<file path="config.mk">
export PLATFORM = sky130hd
export DESIGN_NAME = tiled_view_addr
export DESIGN_NICKNAME = d
export VERILOG_FILES = /design/src/rtl/tiled_view_addr.sv
export SDC_FILE = /design/constraint.sdc
export NUM_CORES = 1
export LEC_CHECK = 0
export ABC_CLOCK_PERIOD_IN_PS = 9850
export CAP_MARGIN = 20
export CORE_UTILIZATION = 45
export CTS_BUF_LIST = sky130_fd_sc_hd__clkbuf_4
export DETAILED_ROUTE_END_ITERATION = 7
export PLACE_DENSITY_LB_ADDON = 0.12
export SLEW_MARGIN = 30
export SYNTH_ARGS = -nofsm -noshare
export SYNTH_HDL_FRONTEND = slang
export SYNTH_SLANG_ARGS = --single-unit
</file>
<file path="constraint.sdc">
create_clock -name clk -period 9.85 [get_ports clk]
set_clock_uncertainty 0.1 [all_clocks]
set_input_delay 2.955 -clock clk [delete_from_list [all_inputs] [get_ports clk]]
set_output_delay 2.955 -clock clk [all_outputs]
set_load 0.01 [all_outputs]
</file>
<file path="src/rtl/tiled_view_addr.sv">
module tiled_view_addr #(
  parameter int CW_BITS = 14,
  parameter int CH_BITS = 13,
  parameter int COORD_W = 16,
  parameter int PG_SX   = 6,
  parameter int PG_SY   = 7
) (
  input  logic                            clk,
  input  logic                            rst_n,
  input  logic                            in_valid,
  input  logic [1:0]                      fmt,
  input  logic [2:0]                      orient,
  input  logic [COORD_W-1:0]              x,
  input  logic [COORD_W-1:0]              y,
  output logic                            out_valid,
  output logic [CW_BITS+CH_BITS+4:0]      addr,
  output logic [CW_BITS+CH_BITS+4:0]      stride
);
  localparam int OFF_W  = CW_BITS + CH_BITS;
  localparam int ADDR_W = OFF_W + 5;

  logic [5:0]        sx, sy, xbits, ybits, algn;
  logic [ADDR_W-1:0] xe, ye, xmask, ymask, xm, ym, offs, addr_n, stride_n;
  logic [OFF_W-1:0]  coord;
  logic              in_rng;

  always_comb begin
    case (fmt)
      2'd0:    begin sx = 6'd0;         sy = 6'd0;         end
      2'd1:    begin sx = 6'd0;         sy = 6'd1;         end
      2'd2:    begin sx = 6'd1;         sy = 6'd1;         end
      default: begin sx = 6'(PG_SX);    sy = 6'(PG_SY);    end
    endcase
  end

  assign xbits = 6'(CW_BITS) - sx;
  assign ybits = 6'(CH_BITS) - sy;
  assign algn  = sx + sy;
  assign xmask = (ADDR_W'(1) << xbits) - ADDR_W'(1);
  assign ymask = (ADDR_W'(1) << ybits) - ADDR_W'(1);
  assign xe    = ADDR_W'(x);
  assign ye    = ADDR_W'(y);
  assign in_rng = (xe <= xmask) && (ye <= ymask);
  assign xm    = orient[0] ? (xe ^ xmask) : xe;
  assign ym    = orient[1] ? (ye ^ ymask) : ye;
  assign offs  = orient[2] ? ((xm << ybits) + ym) : ((ym << xbits) + xm);
  assign coord = OFF_W'(offs << algn);
  assign addr_n = in_rng ? {orient, fmt, coord} : '0;
  assign stride_n = orient[2] ? (ADDR_W'(1) << (6'(CH_BITS) + sx))
                              : (ADDR_W'(1) << (6'(CW_BITS) + sy));

  always_ff @(posedge clk) begin
    if (!rst_n) begin
      out_valid <= 1'b0;
      addr      <= '0;
      stride    <= '0;
    end else begin
      out_valid <= in_valid;
      if (in_valid) begin
        addr   <= addr_n;
        stride <= stride_n;
      end
    end
  end


  valid_follow_chk: assert property (@(posedge clk) disable iff (!rst_n)
    in_valid |=> out_valid);

  valid_idle_chk: assert property (@(posedge clk) disable iff (!rst_n)
    !in_valid |=> !out_valid && $stable(addr) && $stable(stride));

  fmt_field_chk: assert property (@(posedge clk) disable iff (!rst_n)
    out_valid && addr != '0 |-> addr[OFF_W+1:OFF_W] == $past(fmt));

  view_field_chk: assert property (@(posedge clk) disable iff (!rst_n)
    out_valid && addr != '0 |-> addr[ADDR_W-1:OFF_W+2] == $past(orient));

  word_align_chk: assert property (@(posedge clk) disable iff (!rst_n)
    out_valid && addr[OFF_W+1:OFF_W] == 2'd2 |-> addr[1:0] == 2'b00);

  stride_pow2_chk: assert property (@(posedge clk) disable iff (!rst_n)
    out_valid |-> $countones(stride) == 1);
endmodule

</file>
==> flow_summary.toml <==
[die]
die_x_um = 137.7
fp-row-count = 49
core_sq_um = 18020
initial_core_util_pct = 45.97
die_h_um = 137.7
dieArea_sq_um = 18960
io_pins = 105

[hold_path]
worst_hold_path_type = "register to register"

[placed_design]
gp_congestion = 0.9709
portBuffers = 104
dp.final_hpwl_um = 23230
dpl_cell_area_sq_um = 9439
place_ws_ns = 1.013

[clock_tree]
cts.htree.levels = 3
clkTransAtPathRegs_ns = 0.13
cts.repair.resized = 0
clock_path_buffers = 2
cts-buffers-inserted = 9
clockRootBuffer = "clkbuf_4"
cts_setup_buffers = 0
hold_buffers = 0
clock_latency_ns = 0.45
cts_tree = "built"
cts.sinks = 65

[final_layout]
final_common_cell = "clkdlybuf4s50_1"
final.fill_count = 1850
mostFrequentLayoutCells = "clkdlybuf4s50_1 (103), nor2_1 (88), nand2_1 (88)"
layout.nets = 1270
drive_gt1_share_pct = 7.863
area_delta_synth_final_pct = 16.25
fin_area_sq_um = 9632

[yosys]
synth_xor_area_share_pct = 7.671
ys_seq_elements = 65
synth_area_sq_um = 8285
synthArstFlopShare_pct = 0
synth_top_family_by_area = "compound AO/OA/AOI/OAI gates"
synthAdderAreaFrac_pct = 9.816
yosysWarnings = 0
synth-simple-area-share_pct = 23.30
synth_edf_count = 0
ys_seq_area_share_pct = 15.71
synth_compound_area_share_pct = 30.67
ys_types = 94
syn_inst = 1100
postSynthAreaPerCell_sq_um = 7.532
synth.mux.area_fraction_pct = 6.826
synth-main-ff-cell = "dfxtp_1"

[setup_path]
cp_data_arrival_time_ns = 8.67
rrSetupSlack_ns = 8.64
critPathLaunchType = "input port"
required_ns = 10.11
endpoint_kind = "register"
worstPathMaxFanout = 30
path_class = "input port to register"

[detailed_routing]
vias = 8601
post-route-drc-count = 0
wirelength_um = 29160
via_per_inst = 6.144
wire_per_inst_um = 20.83
drt-initial-drc-count = 702
firstDrtPassIters = 5
ant_nets = 0

[sta]
rsz0062_at_grt = "false"
post-route-min-period_ns = 8.408
clock.fmax_mhz = 118.9
setup_ws_ns = 1.442
setup_tns_ns = 0
slew_headroom_pct = 46.93
worstMarginPinSlew_ns = 0.7739
hold_viol = 0
setup_viol_count_final = 0
report.final.slew_viol_count = 0
min_period_over_period_pct = 85.36

[pwr]
p_leak_uw = 0.003948
vdd_drop_max_mv = 0.07828
seq_power_share_pct = 24.0
p_switching_uw = 491.8
p_clk_share_pct = 21.5
intPower_uw = 632.7
p_comb_share_pct = 54.4
netSwitchingFraction_pct = 43.74
power_density_nw_per_um2 = 116.8
p_total_uw = 1125

[global_route]
grt_max_degree = 47
grt-ovfl-total = 0
grt_usage_pct = 31.25
antenna_found_initial = 1
grt_pass1_wl_um = 44440
grt_pass1_vias = 7675

[status]
status = "finished, final reports clean"

[run]
cap_violations = 0
-- logic make-up (layout without fill, tap and decap cells) --
kind of cell / count (synthesis) / after routing
multiplexers: 50 / 50
AND/OR/NAND/NOR: 376 / 376
other: 1 / 16
adder cells (fa/ha/maj): 65 / 65
XOR/XNOR: 70 / 70
AO/OA/AOI/OAI: 358 / 358
flip-flops: 65 / 65
buffers and inverters: 115 / 171
-- layer usage --
metal,up-vias,share of wire (%),track usage [%]
met5,-,0,0
met4,0,5.1,16.61
met3,77,6.5,4.636
met2,368,43,47.43
met1,3979,45,42.36
li1,4177,-,-
-- power groups by stage --
stage | Sequential, uW | Clock (uW) | Combinational [uW]
global placement | 276 | 0 | 596
CTS | 270 | 248 | 597
floorplan | 278 | 0 | 422
detailed placement | 276 | 0 | 594
global route | 271 | 260 | 661
finish | 270 | 242 | 612
-- worst paths after layout --
kind	from	to	depth (start not counted)
max	fmt[1]	addr[25]	17
min	addr[31]	addr[31]	2
max reg2reg	addr[26]	addr[26]	3
min reg2reg	addr[31]	addr[31]	2
-- cells in the mapped netlist (25+ instances only) --
master	number	area, sq um
ha_1	65	813.3
nor2_1	88	330.3
mux2i_1	37	370.4
nand2_1	88	330.3
clkbuf_1	55	206.5
and2_1	35	219.0
o21ai_0	67	335.3
inv_1	33	123.9
dfxtp_1	65	1301
xnor2_1	36	315.3
nor2b_1	25	156.4
nand3_1	32	160.2
xor2_1	31	271.5
a21oi_1	77	385.4
-- layout make-up --
cell class / instances / area (sq um) / share of cell area [%]
multi-input cells: 934 / 6571 / 68.23
inverters: 37 / 138.9 / 1.442
diodes: 1 / 2.502 / 0.02598
clock buffers: 10 / 75.07 / 0.7794
clock inverters: 6 / 115.1 / 1.195
repair buffers: 118 / 1141 / 11.85
well taps: 229 / 286.5 / 2.975
flip-flops and latches: 65 / 1301 / 13.51
-- registers in the layout, indices dropped and copies added, names as in the netlist --
register,flops
out_valid,1
addr,32
stride,32
-- worst max-delay path, stage by stage --
cell and delay, ns:
clkdlybuf4s50_1 0.65, ha_2 0.65, ha_1 0.38, mux2i_1 0.63, nor2_1 0.08, nor3b_1 0.36, ha_1 0.48, nand3_1 0.16
or2_2 0.35, or2_1 0.24, a211oi_1 0.19, a311oi_1 0.12, a211oi_1 0.55, o22ai_1 0.16, a221oi_1 0.39, a221o_1 0.24
a2bb2oi_2 0.05
-- per-stage QoR --
| step | hold slack, ns | instances | util [%] |
|---|---|---|---|
| 4_1_cts | 0.3697 | 1399 | 53.42 |
| 6_report | 0.3631 | 1400 | 53.44 |
| 3_5_place_dp | 0.3424 | 1383 | 52.37 |
| 5_1_grt | 0.3851 | 1400 | 53.44 |
| 2_1_floorplan | 0.3666 | 1114 | - |
| 3_3_place_gp | 0.3380 | 1383 | 52.37 |
Note: power is estimated with default switching activity, not from simulation.
